`src/rtl/sfe_pkg.sv`:
```
package sfe_pkg;
  localparam int unsigned NUM_CH = 2;
  localparam int unsigned BYTE_W = 8;
  localparam int unsigned ADDR_W = 4;

  localparam logic [ADDR_W-1:0] A_HOLD    = 4'h0;
  localparam logic [ADDR_W-1:0] A_TXFREE  = 4'h8;
  localparam logic [ADDR_W-1:0] A_RXLVL   = 4'h9;
  localparam logic [ADDR_W-1:0] A_CHIP_LO = 4'hA;
  localparam logic [ADDR_W-1:0] A_CHIP_HI = 4'hE;

  typedef enum logic {ST_CMD, ST_DATA} xfer_st_e;

  typedef struct packed {
    logic              rd;
    logic [ADDR_W-1:0] addr;
    logic              ch;
  } cmd_t;

  // address served by the external register file
  function automatic logic is_ext(input logic [ADDR_W-1:0] a);
    return !(a == A_HOLD || a == A_TXFREE || a == A_RXLVL);
  endfunction

  // chip-wide address, channel bit has no meaning
  function automatic logic is_chip(input logic [ADDR_W-1:0] a);
    return (a >= A_CHIP_LO) && (a <= A_CHIP_HI);
  endfunction
endpackage

```
`src/rtl/sfe_sync.sv`:
```
module sfe_sync #(
  parameter int unsigned      W       = 1,
  parameter logic [W-1:0]     RST_VAL = '0
) (
  input  logic         clk_i,
  input  logic         rst_ni,
  input  logic [W-1:0] d_i,
  output logic [W-1:0] q_o
);
  logic [W-1:0] s1_q, s2_q;

  always_ff @(posedge clk_i or negedge rst_ni) begin
    if (!rst_ni) begin
      s1_q <= RST_VAL;
      s2_q <= RST_VAL;
    end else begin
      s1_q <= d_i;
      s2_q <= s1_q;
    end
  end

  assign q_o = s2_q;
endmodule

```
`src/rtl/sfe_fifo.sv`:
```
module sfe_fifo #(
  parameter int unsigned W     = 8,
  parameter int unsigned DEPTH = 64,
  localparam int unsigned PW   = $clog2(DEPTH),
  localparam int unsigned CW   = PW + 1
) (
  input  logic          clk_i,
  input  logic          rst_ni,
  input  logic          push_i,
  input  logic [W-1:0]  wdata_i,
  input  logic          pop_i,
  output logic [W-1:0]  rdata_o,
  output logic          empty_o,
  output logic          full_o,
  output logic [CW-1:0] count_o
);
  logic [W-1:0]  mem [DEPTH];
  logic [PW-1:0] wptr_q, rptr_q;
  logic [CW-1:0] cnt_q;
  logic          do_push, do_pop;

  assign empty_o = (cnt_q == '0);
  assign full_o  = (cnt_q == CW'(DEPTH));
  assign do_push = push_i && !full_o;
  assign do_pop  = pop_i && !empty_o;
  assign rdata_o = mem[rptr_q];
  assign count_o = cnt_q;

  function automatic logic [PW-1:0] nxt(input logic [PW-1:0] p);
    return (p == PW'(DEPTH - 1)) ? '0 : p + 1'b1;
  endfunction

  always_ff @(posedge clk_i) begin
    if (do_push) mem[wptr_q] <= wdata_i;
  end

  always_ff @(posedge clk_i or negedge rst_ni) begin
    if (!rst_ni) begin
      wptr_q <= '0;
      rptr_q <= '0;
      cnt_q  <= '0;
    end else begin
      if (do_push) wptr_q <= nxt(wptr_q);
      if (do_pop)  rptr_q <= nxt(rptr_q);
      case ({do_push, do_pop})
        2'b10:   cnt_q <= cnt_q + 1'b1;
        2'b01:   cnt_q <= cnt_q - 1'b1;
        default: cnt_q <= cnt_q;
      endcase
    end
  end
endmodule

```
`src/rtl/sfe_shifter.sv`:
```
// Oversampled SPI mode 0 bit engine: sample on SCLK rise, shift out on fall.
module sfe_shifter #(
  parameter int unsigned  W     = 8,
  localparam int unsigned CNT_W = $clog2(W)
) (
  input  logic         clk_i,
  input  logic         rst_ni,
  input  logic         sclk_i,
  input  logic         cs_ni,
  input  logic         mosi_i,
  input  logic [W-1:0] load_byte_i,
  output logic         sel_o,
  output logic         byte_start_o,
  output logic         byte_done_o,
  output logic [W-1:0] byte_o,
  output logic         load_o,
  output logic         miso_o
);
  logic             sclk_s, cs_n_s, mosi_s, sclk_d;
  logic             rise, fall;
  logic [CNT_W-1:0] cnt_q;
  logic [W-2:0]     sh_in_q;
  logic [W-1:0]     sh_out_q;

  sfe_sync #(.W(3), .RST_VAL(3'b010)) u_sync (
    .clk_i  (clk_i),
    .rst_ni (rst_ni),
    .d_i    ({sclk_i, cs_ni, mosi_i}),
    .q_o    ({sclk_s, cs_n_s, mosi_s})
  );

  assign sel_o = !cs_n_s;
  assign rise  = sel_o && sclk_s && !sclk_d;
  assign fall  = sel_o && !sclk_s && sclk_d;

  always_ff @(posedge clk_i or negedge rst_ni) begin
    if (!rst_ni) begin
      sclk_d   <= 1'b0;
      cnt_q    <= '0;
      sh_in_q  <= '0;
      sh_out_q <= '0;
    end else begin
      sclk_d <= sclk_s;
      if (!sel_o) begin
        cnt_q    <= '0;
        sh_out_q <= '0;
      end else begin
        if (rise) begin
          cnt_q   <= (cnt_q == CNT_W'(W - 1)) ? '0 : cnt_q + 1'b1;
          sh_in_q <= {sh_in_q[W-3:0], mosi_s};
        end
        if (fall) begin
          if (cnt_q == '0) sh_out_q <= load_byte_i;
          else             sh_out_q <= {sh_out_q[W-2:0], 1'b0};
        end
      end
    end
  end

  assign byte_start_o = rise && (cnt_q == '0);
  assign byte_done_o  = rise && (cnt_q == CNT_W'(W - 1));
  assign byte_o       = {sh_in_q, mosi_s};
  assign load_o       = fall && (cnt_q == '0);
  assign miso_o       = sh_out_q[W-1];
endmodule

```
`src/rtl/spi_reg_frontend.sv`:
```
module spi_reg_frontend import sfe_pkg::*; #(
  parameter int unsigned  FIFO_DEPTH = 64,
  localparam int unsigned CNT_W      = $clog2(FIFO_DEPTH) + 1
) (
  input  logic                     clk_i,
  input  logic                     rst_ni,
  input  logic                     sclk_i,
  input  logic                     cs_ni,
  input  logic                     mosi_i,
  output logic                     miso_o,
  output logic                     reg_wr_o,
  output logic                     reg_rd_o,
  output logic [ADDR_W-1:0]        reg_addr_o,
  output logic                     reg_ch_o,
  output logic [BYTE_W-1:0]        reg_wdata_o,
  input  logic [BYTE_W-1:0]        reg_rdata_i,
  input  logic [NUM_CH-1:0]        rx_push_i,
  input  logic [NUM_CH*BYTE_W-1:0] rx_data_i,
  output logic [NUM_CH-1:0]        rx_full_o,
  input  logic [NUM_CH-1:0]        tx_pop_i,
  output logic [NUM_CH*BYTE_W-1:0] tx_data_o,
  output logic [NUM_CH-1:0]        tx_empty_o,
  output logic [NUM_CH-1:0]        tx_ovf_o
);
  logic              sel, byte_start, byte_done, load_evt;
  logic [BYTE_W-1:0] byte_val, load_byte;

  xfer_st_e          state_q;
  cmd_t              cmd_q, cmd_d;
  logic              cmd_fresh_q, first_data_q, loaded_valid_q, wr_q;
  logic [BYTE_W-1:0] rd_hold_q, wdata_q;
  logic [NUM_CH-1:0] ovf_q, ovf_set;

  logic [NUM_CH-1:0] tx_push, tx_full, rx_pop, rx_empty;
  logic [CNT_W-1:0]  tx_cnt [NUM_CH];
  logic [CNT_W-1:0]  rx_cnt [NUM_CH];
  logic [BYTE_W-1:0] rx_head [NUM_CH];

  logic              in_data, rhr_rd, data_wr_byte;

  sfe_shifter #(.W(BYTE_W)) u_shift (
    .clk_i        (clk_i),
    .rst_ni       (rst_ni),
    .sclk_i       (sclk_i),
    .cs_ni        (cs_ni),
    .mosi_i       (mosi_i),
    .load_byte_i  (load_byte),
    .sel_o        (sel),
    .byte_start_o (byte_start),
    .byte_done_o  (byte_done),
    .byte_o       (byte_val),
    .load_o       (load_evt),
    .miso_o       (miso_o)
  );

  // command decode
  always_comb begin
    cmd_d.rd   = byte_val[7];
    cmd_d.addr = byte_val[6:3];
    cmd_d.ch   = is_chip(byte_val[6:3]) ? 1'b0 : byte_val[1];
  end

  assign in_data      = (state_q == ST_DATA);
  assign rhr_rd       = in_data && cmd_q.rd && (cmd_q.addr == A_HOLD);
  assign data_wr_byte = byte_done && in_data && !cmd_q.rd;

  // byte presented at the next byte boundary
  always_comb begin
    load_byte = '0;
    if (in_data && cmd_q.rd) begin
      if (cmd_q.addr == A_HOLD) load_byte = rx_empty[cmd_q.ch] ? '0 : rx_head[cmd_q.ch];
      else                      load_byte = rd_hold_q;
    end
  end

  for (genvar g = 0; g < NUM_CH; g++) begin : g_ch
    localparam logic CH = 1'(g);

    assign tx_push[g] = data_wr_byte && (cmd_q.addr == A_HOLD) && (cmd_q.ch == CH);
    assign rx_pop[g]  = byte_start && rhr_rd && loaded_valid_q && (cmd_q.ch == CH);
    assign ovf_set[g] = tx_push[g] && tx_full[g];

    sfe_fifo #(.W(BYTE_W), .DEPTH(FIFO_DEPTH)) u_txf (
      .clk_i   (clk_i),
      .rst_ni  (rst_ni),
      .push_i  (tx_push[g]),
      .wdata_i (byte_val),
      .pop_i   (tx_pop_i[g]),
      .rdata_o (tx_data_o[g*BYTE_W +: BYTE_W]),
      .empty_o (tx_empty_o[g]),
      .full_o  (tx_full[g]),
      .count_o (tx_cnt[g])
    );

    sfe_fifo #(.W(BYTE_W), .DEPTH(FIFO_DEPTH)) u_rxf (
      .clk_i   (clk_i),
      .rst_ni  (rst_ni),
      .push_i  (rx_push_i[g]),
      .wdata_i (rx_data_i[g*BYTE_W +: BYTE_W]),
      .pop_i   (rx_pop[g]),
      .rdata_o (rx_head[g]),
      .empty_o (rx_empty[g]),
      .full_o  (rx_full_o[g]),
      .count_o (rx_cnt[g])
    );
  end

  always_ff @(posedge clk_i or negedge rst_ni) begin
    if (!rst_ni) ovf_q <= '0;
    else         ovf_q <= ovf_q | ovf_set;
  end

  always_ff @(posedge clk_i or negedge rst_ni) begin
    if (!rst_ni) begin
      state_q        <= ST_CMD;
      cmd_q          <= '0;
      cmd_fresh_q    <= 1'b0;
      first_data_q   <= 1'b0;
      loaded_valid_q <= 1'b0;
      wr_q           <= 1'b0;
      wdata_q        <= '0;
      rd_hold_q      <= '0;
    end else if (!sel) begin
      state_q        <= ST_CMD;
      cmd_fresh_q    <= 1'b0;
      first_data_q   <= 1'b0;
      loaded_valid_q <= 1'b0;
      wr_q           <= 1'b0;
    end else begin
      cmd_fresh_q <= 1'b0;
      wr_q        <= 1'b0;
      if (byte_done) begin
        if (!in_data) begin
          cmd_q        <= cmd_d;
          state_q      <= ST_DATA;
          cmd_fresh_q  <= 1'b1;
          first_data_q <= 1'b1;
        end else begin
          first_data_q <= 1'b0;
          if (!cmd_q.rd && first_data_q && is_ext(cmd_q.addr)) begin
            wr_q    <= 1'b1;
            wdata_q <= byte_val;
          end
        end
      end
      // read value is frozen once per transaction
      if (cmd_fresh_q) begin
        case (cmd_q.addr)
          A_TXFREE: rd_hold_q <= BYTE_W'(CNT_W'(FIFO_DEPTH) - tx_cnt[cmd_q.ch]);
          A_RXLVL:  rd_hold_q <= BYTE_W'(rx_cnt[cmd_q.ch]);
          default:  rd_hold_q <= reg_rdata_i;
        endcase
      end
      if (load_evt) loaded_valid_q <= rhr_rd && !rx_empty[cmd_q.ch];
    end
  end

  assign reg_rd_o    = cmd_fresh_q && cmd_q.rd && is_ext(cmd_q.addr);
  assign reg_wr_o    = wr_q;
  assign reg_addr_o  = cmd_q.addr;
  assign reg_ch_o    = cmd_q.ch;
  assign reg_wdata_o = wdata_q;
  assign tx_ovf_o    = ovf_q;
endmodule

```
`config.mk`:
```
export PLATFORM = sky130hd
export DESIGN_NAME = spi_reg_frontend
export DESIGN_NICKNAME = d
export VERILOG_FILES = /design/src/rtl/sfe_pkg.sv /design/src/rtl/sfe_sync.sv /design/src/rtl/sfe_fifo.sv /design/src/rtl/sfe_shifter.sv /design/src/rtl/spi_reg_frontend.sv
export SDC_FILE = /design/constraint.sdc
export NUM_CORES = 2
export LEC_CHECK = 0
export BUFFER_PORTS_ARGS = -buffer_cell sky130_fd_sc_hd__buf_2
export CAP_MARGIN = 0
export CORE_MARGIN = 5
export CORE_UTILIZATION = 59
export CTS_BUF_LIST = sky130_fd_sc_hd__clkbuf_8
export DETAILED_ROUTE_END_ITERATION = 8
export PLACE_DENSITY = 0.78
export SLEW_MARGIN = 15
export SYNTH_ARGS = -nofsm -noshare
export SYNTH_HDL_FRONTEND = slang
export SYNTH_SLANG_ARGS = --single-unit
```
`constraint.sdc`:
```
create_clock -name clk_i -period 3.53 [get_ports clk_i]
set_input_delay 0.706 -clock clk_i [delete_from_list [all_inputs] [get_ports clk_i]]
set_output_delay 0.706 -clock clk_i [all_outputs]
set_load 0.005 [all_outputs]
```
==> reports/metrics.cfg <==
[status]
outcome = finished, violations left
violations = setup timing

[worst_setup_path]
cp_common_cell = mux4_2
cp.buffers_inverters = 3
crit_path_end_kind = output pin
cp_max_fo = 8
critPathSlowestCell = mux4_2
arrival_ns = 3.65
crit_chain = clkbuf_16 -> clkbuf_16 -> mux4_2 -> mux4_2 -> mux4_2 -> buf_6
start_kind = flip-flop
path_delay_family = multiplexers
slowest_delay_ns = 0.57
required_ns = 2.82
crit_type = reg2out

[floorplan]
start_util_pct = 59.2
fp.coreArea_um2 = 146000
row_count = 140
num_io_pins = 71
dieArea_um2 = 154000
dieWidth_um = 392
die_h_um = 392

[cells_and_area]
area_delta_synth_final_pct = 13.7
final_core_util_pct = 67.4
multi_input_comb_area_um2 = 20300
fin_nets = 4765
layoutNonFillerInstCount = 6850
layout_commonest_cell = edfxtp_1
drive_gt1_share_pct = 31.0
n_fill_cell = 8763
seq_area_um2 = 64800
final_cell_mix = edfxtp_1, mux4_2, clkbuf_8

[logic_synthesis]
synthFlopType = edfxtp_1
synth_edf_count = 2048
synthArstFlopShare_pct = 5.97
synth-seq-cells = 2178
syn_nets = 4220
avgSynthCellArea_um2 = 20.8
ys_seq_area_share_pct = 75.1
syn_area_um2 = 86200
ys_warn_count = 0
synth_cells = 4147
yosysUniqueCellTypes = 68

[clock_network]
clk_pin_slew_ns = 0.06
tritoncts = done
clockRootBuffer = clkbuf_8
clkLatencyLatePin_ns = 1.02
htree_levels = 5
clock-sinks = 2178
numCtsBuffers = 343
clk_path_buf_depth = 4

[grt]
grt_pass1_vias = 44500
grt_pass1_wl_um = 284000
grt_max_degree = 116
globalRoute.totalOverflow = 0
grt_usage_pct = 24.8
antenna_found_initial = 4

[sta]
slew_viol_final = 0
final_hold_viol_count = 0
setup_violations = 16
fmax_mhz = 229
setup_ws_ns = -0.828
finalCriticalPeriod_ns = 4.36
skew_ns = 0.0497
rsz0062_at_grt = true
worst_slew_pin_slew_ns = 1.15
post-route-period-util_pct = 123
max-slew-margin-rel_pct = 23.4

[routing]
drc = 0
drt-total-wl_um = 191000
drtIter0Drc = 5146
postRouteAntennaNets = 0
drtPass1Iterations = 6
avgRoutedWirePerCell_um = 27.8
vias = 43600
viasPerCell = 6.37

[placement]
pre_cts_ws_ns = 0.00609
placed_cells = 6224
port_buffers = 70
gp_congestion = 0.893
hpwlAfterDp_um = 112000

[hold_path]
hold_path_class = in2reg

[power]
power_mw = 63.7
leakagePower_nw = 32.2
peakVddDrop_mv = 0.499
power.density_nw_per_um2 = 650

[flow_run]
cap_violations = 0

state kept, by name, indices dropped and copies added (netlist names), 2 cells and up:
| register | flops |
|---|---|
| u_shift.sh_out_q | 8 |
| g_ch.u_rxf.wptr_q | 12 |
| reg_addr_o | 4 |
| g_ch.u_rxf.mem | 1024 |
| g_ch.u_txf.rptr_q | 12 |
| g_ch.u_rxf.count_o | 14 |
| u_shift.sh_in_q | 7 |
| g_ch.u_txf.wptr_q | 12 |
| g_ch.u_txf.count_o | 14 |
| u_shift.u_sync.s1_q | 3 |
| tx_ovf_o | 2 |
| g_ch.u_txf.mem | 1024 |
| g_ch.u_rxf.rptr_q | 12 |
| reg_wdata_o | 8 |
| u_shift.cnt_q | 3 |
| rd_hold_q | 8 |
| u_shift.u_sync.q_o | 3 |
what timing repair did:
action,CTS,global route
endpoints found under the setup margin,17,21
buffers inserted,12,0
resized for setup,25,25
hold buffers,4,0
pin swaps,1,1
gates cloned,10,14
hold endpoints to repair,57,0
per-layer routing:
metal  routed length (um)  global-route usage [%]  up-vias  part of all wire (%)
met2                93800                    39.3     2286                    49
met4                 5940                    8.06        4                   3.1
met3                18100                    5.21      419                   9.5
met1                72800                    35.3    22700                    38
li1                     -                       -    18200                     -
met5                   25                       0        -                 0.013
final timing paths:
path                                     startpoint                       end  slack (ns)  cells after the start
hold / removal                       reg_rdata_i[0]              rd_hold_q[0]        0.11                      3
max in group asynchronous                    rst_ni        u_shift.sh_in_q[1]        2.48                      3
min in group asynchronous                    rst_ni   g_ch[0].u_txf.rptr_q[3]        0.22                      2
setup / recovery            g_ch[1].u_txf.rptr_q[0]              tx_data_o[9]       -0.83                      6
setup reg to reg           g_ch[0].u_rxf.count_o[4]  g_ch[0].u_rxf.count_o[6]        0.17                     13
hold reg to reg              u_shift.u_sync.s1_q[2]     u_shift.u_sync.q_o[2]        0.35                      0
cell type report:
type / instances / share of cell area, %
antenna: 1 / 0.00255
clock buffer: 362 / 5.08
clock inverter: 223 / 1.21
inverter: 44 / 0.168
multi-input combinational: 1698 / 20.8
sequential: 2178 / 66.1
tap: 1917 / 2.45
timing repair buffer: 427 / 4.22
kinds of logic (layout without fill, tap and decap cells):
group                    count (synthesis)  count (layout)  synth area share (%)
AO/OA/AOI/OAI                          243             243                  1.83
XOR/XNOR                                42              42                 0.427
other                                    0               1                     0
adder cells (fa/ha/maj)                 40              40                 0.615
multiplexers                           727             727                  17.3
flip-flops                            2178            2178                  75.1
buffers and inverters                  271            1056                  1.39
AND/OR/NAND/NOR                        646             646                  3.40
power by group:
group	switching, mW	internal, mW
clock network	9.37	10.2
logic	6.31	6.50
registers	1.33	29.9
total	17.0	46.7
per-stage QoR:
step           TNS [ns]  hold WS, ns  area, um2
2_1_floorplan         0        0.331      86200
5_1_grt          -13.92       0.0728      98000
6_report         -12.70        0.106      98000
3_5_place_dp          0        0.336      90800
4_1_cts          -13.95       0.0214      97600
3_3_place_gp          0        0.338      90800
worst register-to-register path, stage by stage (launching register included):
cell,delay (ns)
dfrtp_1,0.38
or4_4,0.54
buf_4,0.15
nor4_1,0.23
nor3_2,0.10
ha_4,0.19
ha_1,0.32
nor2b_2,0.18
o21ai_2,0.16
a21oi_2,0.09
o21ai_1,0.19
a21oi_1,0.10
or3b_2,0.48
xnor2_2,0.14
synthesized netlist by cell type, types with 10 or more instances:
cell type	n	area share, %
nand3_1	47	0.27
nor2_1	311	1.4
and3_1	16	0.12
a21o_1	13	0.11
a31oi_1	10	0.073
clkbuf_1	101	0.44
nand3b_1	16	0.14
edfxtp_1	2048	71
a22oi_1	17	0.15
mux2i_1	90	1.0
buf_4	23	0.20
nor3_1	11	0.064
nand2_1	148	0.64
mux2_2	32	0.42
xor2_1	13	0.13
dfrtp_1	128	3.7
ha_1	36	0.52
o21ai_0	57	0.33
a21oi_1	56	0.32
o211ai_1	11	0.096
o31ai_1	14	0.12
buf_1	45	0.20
nand4_1	17	0.12
xnor2_1	29	0.29
nor2b_1	30	0.22
inv_1	40	0.17
mux4_2	605	16
a211oi_1	18	0.16
buf_2	55	0.32
Note: power is estimated with default switching activity, not from simulation.
